File: config.mk
export PLATFORM = sky130hd
export DESIGN_NAME = burstDma
export DESIGN_NICKNAME = d
export VERILOG_FILES = /design/src/rtl/burstDmaPkg.sv /design/src/rtl/burstDmaPath.sv /design/src/rtl/burstDmaCtrl.sv /design/src/rtl/burstDma.sv
export SDC_FILE = /design/constraint.sdc
export NUM_CORES = 1
export LEC_CHECK = 0
export BUFFER_PORTS_ARGS = -buffer_cell sky130_fd_sc_hd__buf_2
export CAP_MARGIN = 25
export CORE_AREA = 2 2 96 191
export CTS_BUF_LIST = sky130_fd_sc_hd__clkbuf_8
export CTS_CLUSTER_SIZE = 14
export DETAILED_ROUTE_END_ITERATION = 10
export DIE_AREA = 0 0 98 193
export PLACE_DENSITY = 0.64
export SLEW_MARGIN = 20
export SYNTH_ARGS = -nofsm -noshare
export SYNTH_HDL_FRONTEND = slang
export SYNTH_SLANG_ARGS = --single-unit
File: constraint.sdc
create_clock -name clk -period 3.65 [get_ports clk]
set_clock_uncertainty 0.1 [all_clocks]
set_input_delay 0.5475 -clock clk [delete_from_list [all_inputs] [get_ports clk]]
set_output_delay 0.5475 -clock clk [all_outputs]
set_load 0.02 [all_outputs]
File: src/rtl/burstDmaPkg.sv
package burstDmaPkg;
  localparam int DATA_W = 16;
  localparam int LANES = DATA_W / 8;

  typedef enum logic [2:0] {
    ST_IDLE,
    ST_RD1,
    ST_RD2,
    ST_WR1,
    ST_WR2,
    ST_DEAD
  } seqState_t;

  // strobes from control to datapath
  typedef struct packed {
    logic loadCfg;
    logic rdPhase;
    logic capRd;
    logic wrPhase;
    logic stepUnit;
  } pathStrb_t;
endpackage

File: src/rtl/burstDmaPath.sv
module burstDmaPath
  import burstDmaPkg::*;
#(
  parameter int ADDR_W = 24,
  parameter int CNT_W  = 16
) (
  input  logic              clk,
  input  logic              rstN,
  input  pathStrb_t         strb,
  input  logic [ADDR_W-1:0] cfgSrc,
  input  logic [ADDR_W-1:0] cfgDst,
  input  logic [CNT_W-1:0]  cfgCnt,
  input  logic              cfgWord,
  input  logic              cfgSrcInc,
  input  logic              cfgDstInc,
  input  logic              cfgTendEn,
  input  logic [DATA_W-1:0] busRdata,
  output logic [ADDR_W-1:0] busAddr,
  output logic              busRd,
  output logic              busWrHi,
  output logic              busWrLo,
  output logic [DATA_W-1:0] busWdata,
  output logic              busWord,
  output logic [ADDR_W-1:0] srcAddr,
  output logic [ADDR_W-1:0] dstAddr,
  output logic [CNT_W-1:0]  xferCnt,
  output logic              lastUnit,
  output logic              cntZero,
  output logic              tendEnable
);
  localparam logic [CNT_W-1:0] CNT_ONE = CNT_W'(1);

  logic              wordMode, srcStep, dstStep;
  logic [DATA_W-1:0] dataReg;
  logic [ADDR_W-1:0] stepAmt;
  logic [7:0]        srcByte;
  logic [LANES-1:0]  laneSel;

  assign stepAmt = wordMode ? ADDR_W'(2) : ADDR_W'(1);
  assign srcByte = srcAddr[0] ? busRdata[7:0] : busRdata[15:8];

  always_ff @(posedge clk or negedge rstN) begin
    if (!rstN) begin
      srcAddr    <= '0;
      dstAddr    <= '0;
      xferCnt    <= '0;
      wordMode   <= 1'b0;
      srcStep    <= 1'b0;
      dstStep    <= 1'b0;
      tendEnable <= 1'b0;
      dataReg    <= '0;
    end else begin
      if (strb.loadCfg) begin
        srcAddr    <= cfgSrc;
        dstAddr    <= cfgDst;
        xferCnt    <= cfgCnt;
        wordMode   <= cfgWord;
        srcStep    <= cfgSrcInc;
        dstStep    <= cfgDstInc;
        tendEnable <= cfgTendEn;
      end else if (strb.stepUnit) begin
        if (srcStep) srcAddr <= srcAddr + stepAmt;
        if (dstStep) dstAddr <= dstAddr + stepAmt;
        xferCnt <= xferCnt - CNT_ONE;
      end
      if (strb.capRd)
        dataReg <= wordMode ? busRdata : {srcByte, srcByte};
    end
  end

  // lane 1 is the upper byte (even address), lane 0 the lower (odd)
  for (genvar ln = 0; ln < LANES; ln++) begin : gLane
    assign laneSel[ln] = wordMode | (dstAddr[0] == ((ln == 0) ? 1'b1 : 1'b0));
  end

  assign busAddr  = strb.wrPhase ? dstAddr : srcAddr;
  assign busRd    = strb.rdPhase;
  assign busWrHi  = strb.wrPhase & laneSel[1];
  assign busWrLo  = strb.wrPhase & laneSel[0];
  assign busWdata = dataReg;
  assign busWord  = wordMode;
  assign lastUnit = (xferCnt == CNT_ONE);
  assign cntZero  = (xferCnt == '0);
endmodule

File: src/rtl/burstDmaCtrl.sv
module burstDmaCtrl
  import burstDmaPkg::*;
(
  input  logic      clk,
  input  logic      rstN,
  input  logic      cfgLoad,
  input  logic      enSet,
  input  logic      startReq,
  input  logic      nmi,
  input  logic      hiPriReq,
  input  logic      lastUnit,
  input  logic      cntZero,
  input  logic      tendEnable,
  output pathStrb_t strb,
  output logic      busOwn,
  output logic      tendN,
  output logic      hiPriGrant,
  output logic      chanEn
);
  seqState_t state, stateNxt;
  logic      inAccess;

  always_comb begin
    stateNxt = state;
    case (state)
      ST_IDLE: if (chanEn && startReq && !hiPriReq && !cntZero) stateNxt = ST_RD1;
      ST_RD1:  stateNxt = ST_RD2;
      ST_RD2:  stateNxt = ST_WR1;
      ST_WR1:  stateNxt = ST_WR2;
      ST_WR2: begin
        if (lastUnit)             stateNxt = ST_DEAD;
        else if (chanEn && !nmi)  stateNxt = ST_RD1;
        else                      stateNxt = ST_IDLE;
      end
      ST_DEAD: stateNxt = ST_IDLE;
      default: stateNxt = ST_IDLE;
    endcase
  end

  always_ff @(posedge clk or negedge rstN) begin
    if (!rstN) begin
      state  <= ST_IDLE;
      chanEn <= 1'b0;
    end else begin
      state <= stateNxt;
      if (nmi)        chanEn <= 1'b0;
      else if (enSet) chanEn <= 1'b1;
    end
  end

  assign inAccess      = (state == ST_RD1) || (state == ST_RD2) ||
                         (state == ST_WR1) || (state == ST_WR2);
  assign strb.loadCfg  = cfgLoad && (state == ST_IDLE);
  assign strb.rdPhase  = (state == ST_RD1) || (state == ST_RD2);
  assign strb.capRd    = (state == ST_RD2);
  assign strb.wrPhase  = (state == ST_WR1) || (state == ST_WR2);
  assign strb.stepUnit = (state == ST_WR2);
  assign busOwn        = (state != ST_IDLE);
  assign tendN         = !(inAccess && lastUnit && tendEnable);
  assign hiPriGrant    = hiPriReq && (state == ST_IDLE);
endmodule

File: src/rtl/burstDma.sv
module burstDma
  import burstDmaPkg::*;
#(
  parameter int ADDR_W = 24,
  parameter int CNT_W  = 16
) (
  input  logic              clk,
  input  logic              rstN,
  input  logic              cfgLoad,
  input  logic [ADDR_W-1:0] cfgSrc,
  input  logic [ADDR_W-1:0] cfgDst,
  input  logic [CNT_W-1:0]  cfgCnt,
  input  logic              cfgWord,
  input  logic              cfgSrcInc,
  input  logic              cfgDstInc,
  input  logic              cfgTendEn,
  input  logic              enSet,
  input  logic              startReq,
  input  logic              nmi,
  input  logic              hiPriReq,
  input  logic [15:0]       busRdata,
  output logic [ADDR_W-1:0] busAddr,
  output logic              busRd,
  output logic              busWrHi,
  output logic              busWrLo,
  output logic [15:0]       busWdata,
  output logic              busWord,
  output logic              busOwn,
  output logic              hiPriGrant,
  output logic              tendN,
  output logic              chanEn,
  output logic [ADDR_W-1:0] srcAddr,
  output logic [ADDR_W-1:0] dstAddr,
  output logic [CNT_W-1:0]  xferCnt
);
  pathStrb_t strb;
  logic      lastUnit, cntZero, tendEnable;

  burstDmaCtrl uCtrl (
    .clk(clk), .rstN(rstN), .cfgLoad(cfgLoad), .enSet(enSet),
    .startReq(startReq), .nmi(nmi), .hiPriReq(hiPriReq),
    .lastUnit(lastUnit), .cntZero(cntZero), .tendEnable(tendEnable),
    .strb(strb), .busOwn(busOwn), .tendN(tendN),
    .hiPriGrant(hiPriGrant), .chanEn(chanEn)
  );

  burstDmaPath #(.ADDR_W(ADDR_W), .CNT_W(CNT_W)) uPath (
    .clk(clk), .rstN(rstN), .strb(strb),
    .cfgSrc(cfgSrc), .cfgDst(cfgDst), .cfgCnt(cfgCnt), .cfgWord(cfgWord),
    .cfgSrcInc(cfgSrcInc), .cfgDstInc(cfgDstInc), .cfgTendEn(cfgTendEn),
    .busRdata(busRdata), .busAddr(busAddr), .busRd(busRd),
    .busWrHi(busWrHi), .busWrLo(busWrLo), .busWdata(busWdata),
    .busWord(busWord), .srcAddr(srcAddr), .dstAddr(dstAddr),
    .xferCnt(xferCnt), .lastUnit(lastUnit), .cntZero(cntZero),
    .tendEnable(tendEnable)
  );
endmodule

# Word-level counts from Yosys, hierarchy flattened

Index checks and enable logic that the tools add are counted.
W data, S select, Z words.

Register bits after elaboration: 88
Output and inout bits: 112
Input bits: 91
Logic and storage cells: 67

Equal/unequal tests: 6
Add/subtract/negate cells: 3
Reductions and logical operators: 25
Bitwise logic cells: 5
Mux-type cells: 18

Operators by type and width:

| kind                    | count |
|---|---|
| $mux W24                | 7 |
| $add A24 B24 Y24        | 2 |
| $mux W16                | 3 |
| $eq A16 B1 Y1 const B   | 1 |
| $logic_not A16 Y1       | 1 |
| $sub A16 B1 Y16 const B | 1 |
| $pmux W3 S5             | 1 |
| $logic_and A1 B1 Y1     | 8 |
| $mux W8                 | 1 |
| $reduce_bool A2 Y1      | 4 |
| $eq A3 B2 Y1 const B    | 2 |
| $mux W3                 | 2 |
| $logic_not A1 Y1        | 4 |
| $logic_or A1 B1 Y1      | 4 |
| $reduce_and A2 Y1       | 2 |
| $eq A3 B1 Y1 const B    | 1 |
| $eq A3 B3 Y1 const B    | 1 |
| $logic_not A3 Y1        | 1 |
| $mux W1                 | 3 |
| $reduce_bool A3 Y1      | 1 |
| $and A1 B1 Y1           | 2 |
| $mux W2                 | 1 |
| $ne A2 B1 Y1 const B    | 1 |
| $or A1 B1 Y1            | 2 |
| $not A1 Y1              | 1 |

# Longest topological paths before layout

Word-level depth: 7
Depth in mapped cells: 10
Gate-level depth less buffers: 9

# Modules after synthesis

From an unflattened synthesis, not the netlist that was laid out.

Cells, all modules: 588
Area total of the unflattened synthesis: 5265.0 µm²

By module, submodules not included:

| module       | sequential area each (µm²) | area an instance (µm²) | cells an instance | instances |
|---|---|---|---|---|
| burstDmaPath | 2102.0                     | 4976.0                 | 559               | 1 |
| burstDmaCtrl | 100.1                      | 289.0                  | 29                | 1 |

# Worst setup path after synthesis

Ideal clock, no wire load.

Kind: register -> register
Start point: reg uPath.wordMode, in the netlist uPath.busWord
End point: reg uPath.dstAddr[16]
Period minus slack after synthesis: 2.837 ns
Setup time: 0.126 ns
Path slack: 0.813 ns
Arrival: 2.611 ns
Required time: 3.424 ns
Path buffers: 1
Cell stages (with the launch flop): 11
Cells stage by stage: dfrtp_1 inv_1 ha_1 inv_1 fa_1 and4b_1 clkbuf_1 nand4_1 o211ai_1 o41ai_1 a221o_1

Cells in the longest elaborated chain, start to end: 5

Ends and longest elaborated chain:

| item                   | RTL line           | RTL |
|---|---|---|
| from (decl)            | burstDmaPath.sv:33 | `logic wordMode, srcStep, dstStep;` |
| from (signal assigned) | burstDmaPath.sv:57 | `wordMode <= cfgWord;` |
| $mux W2                | burstDmaPath.sv:39 | `assign stepAmt = wordMode ? ADDR_W'(2) : ADDR_W'(1);` |
| $add A24 B24 Y24       | burstDmaPath.sv:63 | `if (dstStep) dstAddr <= dstAddr + stepAmt;` |
| $mux W24               | burstDmaPath.sv:63 |  |
| $mux W24               | burstDmaPath.sv:61 | `end else if (strb.stepUnit) begin` |
| $mux W24               | burstDmaPath.sv:53 | `if (strb.loadCfg) begin` |
| to (signal assigned)   | burstDmaPath.sv:55 | `dstAddr <= cfgDst;` |
| to (signal assigned)   | burstDmaPath.sv:63 |  |
| to (decl)              | burstDmaPath.sv:25 | `output logic [ADDR_W-1:0] dstAddr,` |

No other way between the ends. The select of a mux whose other input is x is not followed.
A chain may end at the register's enable or synchronous reset.

# Worst setup path after layout

Start point: reg uCtrl.state[1]
End point: out busAddr[21]

Cells in the longest elaborated chain, start to end: 3
Elaborated cells between the ends (all ways): 4
Those cells by class: eq/ne (2); mux (1); reduce/logical (1)

Ends and longest elaborated chain:

| item                                                | RTL line           | RTL |
|---|---|---|
| from (decl)                                         | burstDmaCtrl.sv:20 | `seqState_t state, stateNxt;` |
| from (signal assigned)                              | burstDmaCtrl.sv:45 | `state <= stateNxt;` |
| $eq A3 B2 Y1 / $eq A3 B3 Y1 (equally long branches) | burstDmaCtrl.sv:56 | `assign strb.wrPhase = (state == ST_WR1) \|\| (state == ST_WR2);` |
| $logic_or A1 B1 Y1 *                                | burstDmaCtrl.sv:56 |  |
| $mux W24 *                                          | burstDmaPath.sv:76 | `assign busAddr = strb.wrPhase ? dstAddr : srcAddr;` |
| to (decl)                                           | burstDma.sv:22     | `output logic [ADDR_W-1:0] busAddr,` |

Every way passes the cells marked *; elsewhere a longest branch is shown, timed or not.

==> metrics.csv <==
metric,value,unit
detailed-route via count,5050,
Yosys reg bits,88,
unrepaired setup endpoints after global routing,no,
PortBufs,202,
worst endpoint data arrival time,2540,ps
Hold Crit Start,nmi,
Max Clk Rate,314,MHz
main flop type after synthesis,dfrtp_1,
pwr/cell area,949,nW/µm²
register area,2200,µm²
worst relative slew slack,0.351,
first-pass GRT wire length,25800,µm
number of global-route vias before repair,4884,
register area share after synthesis,0.428,
Synth Cell Area,5150,µm²
Synth cell types,56,
grt ovf,0,
"commonest non-fill, non-tap cell in the layout",buf_2,
Gate Count Post-Synth,572,
Finished Cell Area,6630,µm²
first-pass iteration count of the detailed router,5,
async set or reset register ratio after synthesis,1.00,
# fillers,1823,
Setup Total Neg Slack,0,ps
Syn Area/Cell,9.00,µm²
CP Class,reg2out,
clk_lat worst skew,380,ps
# hold bufs at CTS,1,
Die W,98,µm
grt peak-use layer,met2,
crit end category,output port,
reg-to-reg endpoint,uPath.dstAddr[22],
CTS tree,yes,
met3 Track Usage GR,0.0411,
DRT iter0 DRCs,173,
worst min-delay path category,in2reg,
CP max-delay cell,or3b_1,
Final Hold Viols,0,
Reg-to-Reg Start,uPath.busWord,
starting density of the core,0.294,
largest net degree at the start of global routing,47,
initial antenna violation count,1,
Max Slew Vio Count,0,
Critical Path Source,uCtrl.state[1],
crit share post-route,0.874,
hold path endpoint,uCtrl.chanEn,
Synthesis Warnings,0,
Detailed Place HPWL,12300,µm
DRT Wirelength,16200,µm
area of the multi-input gates,2770,µm²
die height,193,µm
CTS buffer count,9,
Max-cap violations,0,
Routed WL per cell,16.5,µm
Slew @ Worst Pin,965,ps
WP buf/inv,2,
fin nets,863,
Post-DP Area,6390,µm²
placer congestion estimate,0.827,
Clock Path Buffers,2,
Critical Path RT,3000,ps
met2 Track Usage GR,0.277,
status,"finished, final reports clean",
n_diodes,0,
FF-to-FF setup slack,610,ps
met1 Use GR,0.224,
post-synth net total,672,
postcts setup bufs,0,
htree depth,3,
startpoint type of the worst setup path,flop,
Die ar.,18900,µm²
Max VDD drop,0.462,mV
Lkg Pwr,2.97,nW
Std-Cell Rows,69,
CP Cell Sequence,or3b_1 -> nand2_1 -> buf_12 -> mux2_2 -> buf_2,
Post-DRT Antenna Nets,0,
FF-to-FF path depth,9,
endpoints failing setup,0,
layout cells sized above 1,0.342,
CP top delay family,simple AND/OR/NAND/NOR gates,
CTS root buf,clkbuf_8,
fin crit period,3190,ps
most frequent cells in the layout,"buf_2 (201), dfrtp_1 (88), nand2_1 (75)",
GRT Overall Usage,0.170,
Crit Path Max Fanout,20,
Post-synth EDFFs,0,
Area Growth Syn to Fin,28.7,%
PostCTS Resize Cnt,0,
core area,17500,µm²
routed vias/inst,5.15,
Worst-path clk slew,90,ps
WHS Path Cells,2,
clk sinks,88,
post-route DRC violation count,0,
max incr delay on CP,570,ps
Ports,203,
[registers in the layout, summed over array words and instances (netlist names)]
signal	flops
uCtrl.chanEn	1
uCtrl.state	3
uPath.busWdata	16
uPath.busWord	1
uPath.dstAddr	24
uPath.dstStep	1
uPath.srcAddr	24
uPath.srcStep	1
uPath.tendEnable	1
uPath.xferCnt	16
[layer usage]
layer / part of all wire / vias to the layer above
met3: 0.084 / 16
li1: - / 2432
met2: 0.47 / 246
met4: 0.014 / 2
met5: 0.00068 / -
met1: 0.43 / 2354
[cells in the mapped netlist, types with 2 or more instances]
library cell	n	share of area
nor2b_1	2	0.0024
dfrtp_1	88	0.43
o21ai_0	53	0.052
nand4_1	14	0.017
o311ai_0	5	0.0085
nand3_1	25	0.024
nor4_1	7	0.0085
xnor2_1	12	0.020
and2_1	2	0.0024
clkbuf_1	23	0.017
nor3b_1	4	0.0058
a221o_1	3	0.0058
xor2_1	22	0.037
or3_1	4	0.0049
a22oi_1	7	0.010
nor2_1	47	0.034
fa_1	2	0.0078
a21oi_1	39	0.038
ha_1	7	0.017
and3_1	9	0.011
a31oi_1	4	0.0049
mux2i_1	18	0.035
or4_4	2	0.0044
o211ai_1	9	0.013
inv_1	14	0.010
mux2_2	22	0.048
buf_1	6	0.0044
nor3_1	7	0.0068
or4_1	3	0.0044
o22ai_1	3	0.0036
and4_1	5	0.0085
a311oi_1	2	0.0034
buf_2	5	0.0049
nand2_1	75	0.055
[stage by stage]
| step | total power, mW | hold slack [ps] | cells | setup slack (ps) | utilization |
|---|---|---|---|---|---|
| floorplan | 4.29 | 152 | 572 | 813 | - |
| global placement | 5.47 | 369 | 964 | 743 | 0.365 |
| detailed placement | 5.54 | 374 | 964 | 622 | 0.365 |
| CTS | 6.33 | 232 | 980 | 432 | 0.378 |
| global route | 6.76 | 231 | 980 | 339 | 0.378 |
| finish | 6.29 | 244 | 980 | 461 | 0.378 |
[worst max path at each step]
stage / end / depth (start not counted)
finish: busAddr[21] / 5
global route: busAddr[23] / 5
CTS: busAddr[21] / 5
detailed placement: uPath.dstAddr[22] / 9
global placement: uPath.dstAddr[16] / 9
floorplan: uPath.dstAddr[16] / 10
[worst register-to-register path, cell delays in order (launching register included)]
cell	delay (ps)
dfrtp_1	450
inv_1	240
ha_1	250
inv_1	70
fa_1	410
and4b_1	430
nand4_1	340
nor2_1	250
a311oi_1	120
a311oi_1	300
[report_power, final]
part / switching, mW / internal, mW / total, mW
Combinational: 2.15 / 1.32 / 3.47
Clock: 0.371 / 0.401 / 0.771
Sequential: 0.626 / 1.42 / 2.05
[cell families (layout without fill, tap and decap cells)]
kind of cell	Yosys count	after routing	synth area share
and+or+nand+nor	218	218	0.214
AOI/OAI and AO/OA	135	135	0.156
DFF	88	88	0.428
buffers and inverters	48	243	0.0362
muxes	40	40	0.0832
xor gates and xnor gates	34	34	0.0579
adders and majority gates	9	9	0.0248
[layout make-up]
type | instances | share of cell area
multi-input cells | 436 | 0.418
inverters | 14 | 0.00793
flip-flops and latches | 88 | 0.332
clock buffers | 10 | 0.0208
repair buffers | 214 | 0.169
clock inverters | 5 | 0.0123
well taps | 213 | 0.0402
No activity file was read; power rests on OpenSTA's default activity.
